## src/rtl/serdes_seq_pkg.sv

```systemverilog
package serdes_seq_pkg;

   typedef enum logic [2:0] {
      LS_OFF = 3'b100,
      LS_SLP = 3'b101,
      LS_SNZ = 3'b110,
      LS_ON  = 3'b111
   } lane_st_e;

   typedef enum logic [3:0] {
      SQ_IDLE,
      SQ_PLL_WAIT,
      SQ_PON_RX,
      SQ_CMU_WAIT,
      SQ_OFF_RX,
      SQ_OFF_PLL,
      SQ_RST_TX,
      SQ_RST_RX,
      SQ_POR_ON,
      SQ_POR_HOLD
   } seq_st_e;

endpackage

```

## src/rtl/us_tick_gen.sv

```systemverilog
module us_tick_gen #(
   parameter int DIV = 50
) (
   input  logic clk,
   input  logic rst,
   output logic tick_o
);
   if (DIV < 1) begin : g_bad_div
      $error("us_tick_gen: DIV must be at least 1");
   end

   if (DIV == 1) begin : g_every
      assign tick_o = 1'b1;
   end else begin : g_count
      localparam int CW = $clog2(DIV);
      logic [CW-1:0] cnt_q;
      logic          wrap;

      assign wrap   = (cnt_q == CW'(DIV - 1));
      assign tick_o = wrap;

      always_ff @(posedge clk) begin
         if (rst)       cnt_q <= '0;
         else if (wrap) cnt_q <= '0;
         else           cnt_q <= cnt_q + CW'(1);
      end
   end
endmodule

```

## src/rtl/poll_timer.sv

```systemverilog
module poll_timer #(
   parameter int INTV = 1000,
   parameter int TMO  = 100000
) (
   input  logic clk,
   input  logic rst,
   input  logic start_i,
   input  logic run_i,
   input  logic tick_i,
   output logic sample_o,
   output logic final_o
);
   if (INTV < 1 || TMO < INTV) begin : g_bad_cfg
      $error("poll_timer: need 1 <= INTV <= TMO");
   end

   localparam int EW = $clog2(TMO + 1);
   localparam int IW = $clog2(INTV + 1);

   logic [EW-1:0] el_q;
   logic [IW-1:0] iv_q;
   logic          first_q;
   logic          ival_hit;

   assign ival_hit = tick_i && (iv_q == IW'(INTV - 1));
   assign final_o  = run_i && tick_i && (el_q == EW'(TMO - 1));
   assign sample_o = run_i && (first_q || ival_hit || final_o);

   always_ff @(posedge clk) begin
      if (rst || start_i) begin
         el_q    <= '0;
         iv_q    <= '0;
         first_q <= start_i && !rst;
      end else if (run_i) begin
         first_q <= 1'b0;
         if (tick_i) begin
            if (el_q != EW'(TMO)) el_q <= el_q + EW'(1);
            iv_q <= ival_hit ? '0 : iv_q + IW'(1);
         end
      end
   end


   el_bound_chk: assert property (@(posedge clk) disable iff (rst)
      final_o |=> (el_q == EW'(TMO)) || first_q || !run_i);
endmodule

```

## src/rtl/serdes_pwr_seq.sv

```systemverilog
module serdes_pwr_seq
   import serdes_seq_pkg::*;
#(
   parameter int CLK_PER_US  = 50,
   parameter int PLL_POLL_US = 1000,
   parameter int PLL_TMO_US  = 100000,
   parameter int CMU_POLL_US = 100,
   parameter int CMU_TMO_US  = 100000,
   parameter int POR_US      = 1000
) (
   input  logic       clk,
   input  logic       rst,
   input  logic       pwr_on_req,
   input  logic       pwr_off_req,
   input  logic       rst_req,
   input  logic       pll_ok,
   input  logic       cmu_ok,
   output logic [2:0] pll_state,
   output logic [2:0] tx_state,
   output logic [2:0] rx_state,
   output logic       por_en,
   output logic       busy,
   output logic       done,
   output logic       timeout_err
);
   seq_st_e  st_q;
   lane_st_e pll_q, tx_q, rx_q;
   logic     por_q, done_q, err_q;
   logic     tick;
   logic     take_on;
   logic     pll_smp, pll_fin, cmu_smp, cmu_fin, por_smp, por_fin;

   us_tick_gen #(.DIV(CLK_PER_US)) u_tick (
      .clk(clk), .rst(rst), .tick_o(tick));

   // Idle-cycle priority: reset, then power-down, then power-up.
   assign take_on = (st_q == SQ_IDLE) && pwr_on_req && !pwr_off_req && !rst_req;

   poll_timer #(.INTV(PLL_POLL_US), .TMO(PLL_TMO_US)) u_pll_poll (
      .clk(clk), .rst(rst), .start_i(take_on),
      .run_i(st_q == SQ_PLL_WAIT), .tick_i(tick),
      .sample_o(pll_smp), .final_o(pll_fin));

   poll_timer #(.INTV(CMU_POLL_US), .TMO(CMU_TMO_US)) u_cmu_poll (
      .clk(clk), .rst(rst), .start_i(st_q == SQ_PON_RX),
      .run_i(st_q == SQ_CMU_WAIT), .tick_i(tick),
      .sample_o(cmu_smp), .final_o(cmu_fin));

   poll_timer #(.INTV(POR_US), .TMO(POR_US)) u_por_hold (
      .clk(clk), .rst(rst), .start_i(st_q == SQ_POR_ON),
      .run_i(st_q == SQ_POR_HOLD), .tick_i(tick),
      .sample_o(por_smp), .final_o(por_fin));

   always_ff @(posedge clk) begin
      if (rst) begin
         st_q   <= SQ_IDLE;
         pll_q  <= LS_OFF;
         tx_q   <= LS_OFF;
         rx_q   <= LS_OFF;
         por_q  <= 1'b0;
         done_q <= 1'b0;
         err_q  <= 1'b0;
      end else begin
         done_q <= 1'b0;
         unique case (st_q)
            SQ_IDLE: begin
               if (rst_req) begin
                  err_q <= 1'b0;
                  pll_q <= LS_OFF;
                  st_q  <= SQ_RST_TX;
               end else if (pwr_off_req) begin
                  err_q <= 1'b0;
                  tx_q  <= LS_OFF;
                  st_q  <= SQ_OFF_RX;
               end else if (pwr_on_req) begin
                  err_q <= 1'b0;
                  pll_q <= LS_ON;
                  st_q  <= SQ_PLL_WAIT;
               end
            end
            SQ_PLL_WAIT: begin
               if (pll_smp && pll_ok) begin
                  tx_q <= LS_ON;
                  st_q <= SQ_PON_RX;
               end else if (pll_fin) begin
                  err_q <= 1'b1;
                  st_q  <= SQ_IDLE;
               end
            end
            SQ_PON_RX: begin
               rx_q <= LS_ON;
               st_q <= SQ_CMU_WAIT;
            end
            SQ_CMU_WAIT: begin
               if (cmu_smp && cmu_ok) begin
                  done_q <= 1'b1;
                  st_q   <= SQ_IDLE;
               end else if (cmu_fin) begin
                  err_q <= 1'b1;
                  st_q  <= SQ_IDLE;
               end
            end
            SQ_OFF_RX: begin
               rx_q <= LS_OFF;
               st_q <= SQ_OFF_PLL;
            end
            SQ_OFF_PLL: begin
               pll_q  <= LS_OFF;
               done_q <= 1'b1;
               st_q   <= SQ_IDLE;
            end
            SQ_RST_TX: begin
               tx_q <= LS_OFF;
               st_q <= SQ_RST_RX;
            end
            SQ_RST_RX: begin
               rx_q <= LS_OFF;
               st_q <= SQ_POR_ON;
            end
            SQ_POR_ON: begin
               por_q <= 1'b1;
               st_q  <= SQ_POR_HOLD;
            end
            SQ_POR_HOLD: begin
               if (por_smp && por_fin) begin
                  por_q  <= 1'b0;
                  done_q <= 1'b1;
                  st_q   <= SQ_IDLE;
               end
            end
            default: st_q <= SQ_IDLE;
         endcase
      end
   end

   assign pll_state   = pll_q;
   assign tx_state    = tx_q;
   assign rx_state    = rx_q;
   assign por_en      = por_q;
   assign busy        = (st_q != SQ_IDLE);
   assign done        = done_q;
   assign timeout_err = err_q;


   field_codes_chk: assert property (@(posedge clk) disable iff (rst)
      (pll_state == LS_OFF || pll_state == LS_ON) &&
      (tx_state  == LS_OFF || tx_state  == LS_ON) &&
      (rx_state  == LS_OFF || rx_state  == LS_ON));


   tx_needs_lock_chk: assert property (@(posedge clk) disable iff (rst)
      (tx_state == LS_ON && $past(tx_state) != LS_ON) |->
         (pll_state == LS_ON && $past(pll_ok)));


   rx_after_tx_chk: assert property (@(posedge clk) disable iff (rst)
      (rx_state == LS_ON && $past(rx_state) != LS_ON) |-> ($past(tx_state) == LS_ON));


   por_lanes_off_chk: assert property (@(posedge clk) disable iff (rst)
      por_en |-> (pll_state == LS_OFF && tx_state == LS_OFF && rx_state == LS_OFF));


   done_single_chk: assert property (@(posedge clk) disable iff (rst)
      done |=> !done);


   flags_idle_chk: assert property (@(posedge clk) disable iff (rst)
      (done || timeout_err) |-> !busy);
endmodule

```

## config.mk

```make
export PLATFORM = sky130hd
export DESIGN_NAME = serdes_pwr_seq
export DESIGN_NICKNAME = d
export VERILOG_FILES = /design/src/rtl/serdes_seq_pkg.sv /design/src/rtl/us_tick_gen.sv /design/src/rtl/poll_timer.sv /design/src/rtl/serdes_pwr_seq.sv
export SDC_FILE = /design/constraint.sdc
export NUM_CORES = 1
export LEC_CHECK = 0
export ABC_CLOCK_PERIOD_IN_PS = 2200
export BUFFER_PORTS_ARGS = -buffer_cell sky130_fd_sc_hd__buf_2
export CORE_MARGIN = 4
export CORE_UTILIZATION = 59
export CTS_CLUSTER_DIAMETER = 150
export DETAILED_ROUTE_END_ITERATION = 8
export GPL_ROUTABILITY_DRIVEN = 0
export PLACE_DENSITY = 0.82
export SYNTH_ARGS = -nofsm -noshare
export SYNTH_HDL_FRONTEND = slang
export SYNTH_SLANG_ARGS = --single-unit
```

## constraint.sdc

```tcl
create_clock -name clk -period 2.2 [get_ports clk]
set_input_delay 0.22 -clock clk [delete_from_list [all_inputs] [get_ports clk]]
set_output_delay 0.22 -clock clk [all_outputs]
set_load 0.05 [all_outputs]
```

==> impl_metrics.tcl, run 1 <==
set metrics [dict create \
    design_area_um2 4460 \
    hold_viol 0 \
    first_pass_iters 4 \
    power_w 0.00337 \
    hold_path_startpoint "pll_ok" \
    ys_seq_elements 79 \
    antenna_cells 0 \
    maxSlewViolCount 0 \
    cts_tree "done" \
    mostFrequentLayoutCell "dfxtp_1" \
    utilization_pct 68.7 \
    final.setup.tns_ns 0 \
    finalNetCount 515 \
    finalSetupViolCount 0 \
    avgSynthCellArea_um2 8.55 \
    required_ns 2.48 \
    htreeDepth 3 \
    clk_path_buf_depth 2 \
    rrSetupSlack_ns 0.09 \
    clock_sinks 79 \
    async_flop_share_pct 0 \
    drive_gt1_share_pct 14.3 \
    cts_buffers 9 \
    antenna_found_initial 0 \
    vias_per_cell 5.69 \
    area_growth_pct 11.0 \
    holdWs_ns 0.246 \
    die_w_um 90.5 \
    antenna_left 0 \
    grtUsageTotal_pct 20.2 \
    grt_pass1_wl_um 13900 \
    power.density_nw_per_um2 755 \
    grt_max_degree 24 \
    ir_worst_vdd_uv 718 \
    wl_um 7930 \
    power_switching_w 0.000993 \
    arrival_ns 2.39 \
    grt_overflow 0 \
    startpoint_type "flop" \
    placed_area_um2 4230 \
    crit_type "flop to flop" \
    cp_slowest_cell "or2_2" \
    root_buffer "clkbuf_8" \
    combPwrFrac_pct 19.2 \
    start_util_pct 61.8 \
    io_pins 20 \
    wl_per_cell_um 13.7 \
    ys_seq_area_share_pct 39.9 \
    cp-end-kind "flop" \
    clk_pin_slew_ns 0.08 \
    hp-class "input pin to flop" \
    drc_errors 0 \
    portBuffers 16 \
    die_y_um 90.5 \
    grt_pass1_vias 3117 \
    fill_cells 502 \
    status "finished clean" \
    worstPathCellList "or2_2 -> nor3_1 -> inv_1 -> nor4_1 -> a21oi_1 -> o311a_1 -> a211oi_1" \
    cp_max_fo 8 \
    final_cell_mix "dfxtp_1 (77), nor2_1 (75), nand2_1 (39), xor2_1 (32), nand3_1 (25)" \
    fmax_ghz 0.473 \
    vias 3300 \
    critPathLaunch "st_q[1]" \
    syn-instance-count 470 \
    syn_area_um2 4020 \
    rsz0062_at_grt "false" \
    finalClockSkew_ns 0.0146 \
    clock_power_share_pct 35.1 \
    dp_hpwl_um 5670 \
    drt_iter0_markers 122 \
    drv_cap 0 \
    seq_power_share_pct 45.7 \
    slowest_delay_ns 0.41 \
    rr_startpoint "st_q[1]" \
    core_um2 6490 \
    post-route-min-period_ns 2.11 \
    tightest_slew_ns 0.633 \
    ctsHoldBuffers 0 \
    power.internal_w 0.00237 \
    leakage_nw 1.65 \
    fp.dieArea_um2 8190 \
    yosysWarnings 0 \
    swShare_pct 29.5 \
    synth_cell_types 61 \
    finalCritPeriodShare_pct 96.0 \
    num_rows 29 \
    maxSlewHeadroom_pct 57.4 \
    ys.flop_type "dfxtp_1" \
    clock_latency_ns 0.36 \
    synth_edf_count 2 \
]
-- power by group through the flow --
stage | Sequential, W | Combinational, W | Clock (W)
3_3_place_gp | 0.00157 | 0.000634 | 0
6_report | 0.00154 | 0.000647 | 0.00118
3_5_place_dp | 0.00157 | 0.000641 | 0
4_1_cts | 0.00154 | 0.000644 | 0.00120
5_1_grt | 0.00155 | 0.000699 | 0.00126
2_1_floorplan | 0.00161 | 0.000481 | 0
-- critical path: cells and delay by family (launching register included) --
kind / cells / cell delay, ns
AOI/OAI and AO/OA: 3 / 0.48
DFF: 1 / 0.39
buffers and inverters: 1 / 0.13
and+or+nand+nor: 3 / 1.03
-- flip-flops by register name (all words and copies together) (netlist names) --
name                  flops
done                      1
pll_state                 1
por_en                    1
rx_state                  1
st_q                      4
timeout_err               1
tx_state                  1
u_cmu_poll.el_q          17
u_cmu_poll.first_q        1
u_cmu_poll.iv_q           7
u_pll_poll.el_q          17
u_pll_poll.first_q        1
u_pll_poll.iv_q          10
u_por_hold.el_q          10
u_tick.g_count.cnt_q      6
-- cells by family after synthesis --
logic type               synth area share (%)
XOR/XNOR                                 11.1
flip-flops                               39.9
other                                  0.0934
AO/OA/AOI/OAI                            8.94
multiplexers                            0.748
AND/OR/NAND/NOR                          31.6
buffers and inverters                    4.52
adder cells (fa/ha/maj)                  3.12
-- cell type report --
cell class                      count  area [µm²]  share of cell area, %
Tap cell                           77        96.3                   2.16
Multi-Input combinational cell    356        2250                   50.5
Sequential cell                    79        1600                   35.9
Inverter                           15        56.3                   1.26
Clock buffer                       12         145                   3.25
Timing Repair Buffer               37         238                   5.33
Clock inverter                      4        70.1                   1.57
-- layer usage --
layer,routed length [µm],share of wire (%),vias up,track usage (%)
met5,0,0,-,0
met4,174,2.2,0,7.40
met3,315,4.0,17,4.67
met2,3640,46,60,32.3
met1,3800,48,1542,26.6
li1,-,-,1681,-
-- timing repair --
item                       CTS  global route
resized for setup            0             3
buffers inserted             0             0
setup endpoints to repair    0             6
-- per-stage QoR --
stage	setup WS, ns	cells
floorplan	0.101	472
global placement	0.155	564
detailed placement	0.0933	564
CTS	0.0799	580
global route	0.00109	580
finish	0.0875	580
-- Yosys cell counts, types with 4 or more instances --
| cell | number | area [µm²] |
|---|---|---|
| nor4_1 | 6 | 37.5 |
| or3_1 | 9 | 56.3 |
| a31oi_1 | 4 | 25.0 |
| ha_1 | 10 | 125 |
| buf_4 | 6 | 45.0 |
| inv_1 | 15 | 56.3 |
| o21ai_0 | 11 | 55.1 |
| nor3_1 | 14 | 70.1 |
| nand3_1 | 25 | 125 |
| dfxtp_1 | 77 | 1540 |
| a21oi_1 | 21 | 105 |
| xnor2_1 | 19 | 166 |
| nand4_1 | 14 | 87.6 |
| nor2_1 | 75 | 282 |
| and2_1 | 5 | 31.3 |
| xor2_1 | 32 | 280 |
| and3_1 | 7 | 43.8 |
| clkbuf_1 | 8 | 30.0 |
| nand2b_1 | 5 | 31.3 |
| nand2_1 | 39 | 146 |
| buf_2 | 4 | 20.0 |
| nor2b_1 | 6 | 37.5 |
-- worst paths after layout --
path / to / cells after the start
max: st_q[3] / 7
min reg2reg: timeout_err / 2
min: tx_state[0] / 3
max reg2reg: st_q[3] / 7
Note: power is estimated with default switching activity, not from simulation.
==> inputs of run 2 (changes only) <==
--- a/config.mk
+++ b/config.mk
@@ -15,4 +15,5 @@
 export PLACE_DENSITY = 0.82
 export SYNTH_ARGS = -nofsm -noshare
 export SYNTH_HDL_FRONTEND = slang
+export SYNTH_HIERARCHICAL = 1
 export SYNTH_SLANG_ARGS = --single-unit
==> run 2 against run 1 <==
Against the previous run:
- the flow now finishes with violations (negative setup slack)
- worst setup slack lost 0.18 ns
- register-to-register slack got worse by 0.18 ns
- critical path type unchanged
- sequential share of layout area decreased by 4.1 points
- largest power group unchanged
- via count increased by 31%
==> impl_metrics.tcl, run 2 <==
set metrics [dict create \
    status "complete, but fails checks" \
    violations "negative setup slack" \
    reg_top3 "u_cmu_poll/el_q: 17 flops, u_pll_poll/el_q: 17 flops" \
    drive_gt1_share_pct 25.1 \
    layoutNonFillerInstCount 723 \
    die_y_um 99 \
    vias_per_cell 5.96 \
    synth.most_common_cell "dfxtp_1" \
    ys_seq_elements 90 \
    first_pass_iters 4 \
    dp.cells 693 \
    ir_worst_vdd_uv 508 \
    finalNetCount 634 \
    area_growth_pct 18.1 \
    grt_max_degree 18 \
    root_buffer "clkbuf_8" \
    required_ns 2.46 \
    hp-class "input pin to flop" \
    crit_type "flop to flop" \
    multi_input_area_um2 3020 \
    synth_commonest_cells "dfxtp_1 (87), nor2_1 (67), nand2_1 (44)" \
    ff_latch_area_um2 1840 \
    syn-instance-count 558 \
    finalSetupViolCount 6 \
    use_met1_pct 27.8 \
    yosysTopAreaCellShare_pct 35.6 \
    fin_ws_ns -0.0885 \
    avgSynthCellArea_um2 8.76 \
    ys.flop_type "dfxtp_1" \
    fmax_ghz 0.437 \
    syn_area_um2 4890 \
    yosysWarnings 6 \
    drv_cap 0 \
    rsz0062_at_grt "true" \
    synth_edf_count 3 \
    clk_path_buf_depth 2 \
    dp_hpwl_um 7540 \
    critPathLaunch "u_tick/g_count.cnt_q[1]" \
    maxSlewViolCount 0 \
    cts_buffers 9 \
    grt_pass1_wl_um 18200 \
    start_util_pct 61.9 \
    startpoint_type "flop" \
    rr_startpoint "u_tick/g_count.cnt_q[1]" \
    cts_tree "done" \
    finalCritPeriodShare_pct 104 \
    wl_per_cell_um 15.2 \
    cp-end-kind "flop" \
    hold_path_startpoint "pwr_off_req" \
    portBuffers 16 \
    clock_latency_ns 0.37 \
    post-route-min-period_ns 2.29 \
    vias 4307 \
    fill_cells 548 \
    fp.dieArea_um2 9800 \
    busiest_layer "met2" \
    final_cell_mix "dfxtp_1 (84), nor2_1 (65), buf_4 (49), nand2_1 (42), a21oi_1 (27)" \
    grt_pass1_vias 4090 \
    synth_area_leader_cell "dfxtp_1" \
    arrival_ns 2.55 \
    grt_overflow 0 \
    mostFrequentLayoutCell "dfxtp_1" \
    utilization_pct 73.2 \
    maxSlewHeadroom_pct 58.8 \
    leakage_nw 2.11 \
    wl_um 11000 \
    antenna_cells 0 \
    htreeDepth 3 \
    antenna_found_initial 0 \
    cp_max_fo 6 \
    core_um2 7890 \
    grtUsageTotal_pct 21.9 \
    drt_iter0_markers 268 \
    use_met3_pct 4.32 \
    synth_area_leaders "dfxtp_1 (36%), nor2_1 (5.1%), xor2_1 (3.4%)" \
    num_rows 32 \
    synth_cell_types 73 \
    async_flop_share_pct 0 \
    met2_usage_pct 37.2 \
    ys_seq_area_share_pct 37.5 \
    clk_pin_slew_ns 0.09 \
    finalClockSkew_ns 0.0126 \
    power.density_nw_per_um2 636 \
    io_pins 20 \
    tightest_slew_ns 0.615 \
    die_w_um 99 \
    clock_sinks 90 \
    antenna_left 0 \
    drc_errors 0 \
    hold_viol 0 \
    ctsHoldBuffers 0 \
]
## run 2: changes by cell type in the layout (fill, tap and decap cells not counted), sizes merged, moves of 9 or more
cell | previous run | this run
buf | 37 | 70
o21ai | 11 | 22
or3 | 9 | 21
a21oi | 21 | 34
or4 | 1 | 10
xor2 | 32 | 19
dfxtp | 77 | 87
## run 2: report_power, final
group | switching [W] | total (W) | internal, W
clock network | 0.000616 | 0.00127 | 0.000650
logic | 0.000432 | 0.000679 | 0.000247
registers | 0.0000455 | 0.00173 | 0.00168
total | 0.00109 | 0.00367 | 0.00258
## run 2: kinds of logic (layout without fill, tap and decap cells)
kind of cell	count (synthesis)	after routing	share of synthesized area, %
other cells	1	3	0.0768
compound gates	93	93	12.5
simple gates	280	280	34.3
buf+inv	39	100	4.76
fa+ha+maj	11	11	2.82
flops	90	90	37.5
mux	8	8	1.64
xor+xnor	36	36	6.45
## run 2: worst max-delay path: stages (launching register included)
cell and delay [ns]:
dfxtp_2 0.33, inv_2 0.06, ha_4 0.11, nand4b_1 0.17, nor2_4 0.24, buf_4 0.15, buf_6 0.12, nand3_4 0.07
or3_4 0.35, o311ai_4 0.10, nand3_2 0.11, nand2_1 0.10, o21ai_2 0.05, a21oi_1 0.14, a211oi_1 0.08
## run 2: stage by stage
stage | hold WS (ns) | setup TNS [ns] | setup slack [ns] | power, W | cell area, µm²
after global placement | 0.476 | -0.00776 | -0.00776 | 0.00239 | 5300
after floorplan | 0.292 | -0.0361 | -0.0361 | 0.00227 | 4980
after detailed placement | 0.485 | -0.208 | -0.0995 | 0.00241 | 5300
final | 0.198 | -0.339 | -0.0885 | 0.00367 | 5770
after CTS | 0.194 | -0.0561 | -0.0421 | 0.00368 | 5570
after global routing | 0.235 | -1.59 | -0.219 | 0.00383 | 5770
## run 2: final timing paths
| check | end | slack (ns) | cells after the start |
|---|---|---|---|
| min | pll_state[0] | 0.20 | 4 |
| min reg2reg | u_pll_poll/iv_q[1] | 0.51 | 2 |
| max reg2reg | st_q[0] | -0.09 | 14 |
| max | st_q[0] | -0.09 | 14 |
## run 2: per-layer routing
| metal | share of wire, % | vias up |
|---|---|---|
| met4 | 2.2 | 0 |
| met1 | 45 | 2061 |
| met3 | 3.7 | 21 |
| li1 | - | 2125 |
| met5 | 0 | - |
| met2 | 49 | 100 |
## run 2: final cells by class
type	count	area share, %
well taps	102	2.21
multi-input cells	431	52.3
flip-flops and latches	90	31.8
clock buffers	9	2.15
inverters	14	0.910
clock inverters	7	1.71
repair buffers	70	8.89
## run 2: repair_timing
| item | in CTS | in global routing |
|---|---|---|
| endpoints found under the setup margin | 4 | 19 |
| setup buffers | 2 | 12 |
| gates resized for setup | 10 | 19 |
| pin swaps | 4 | 11 |
| cloned | 0 | 0 |
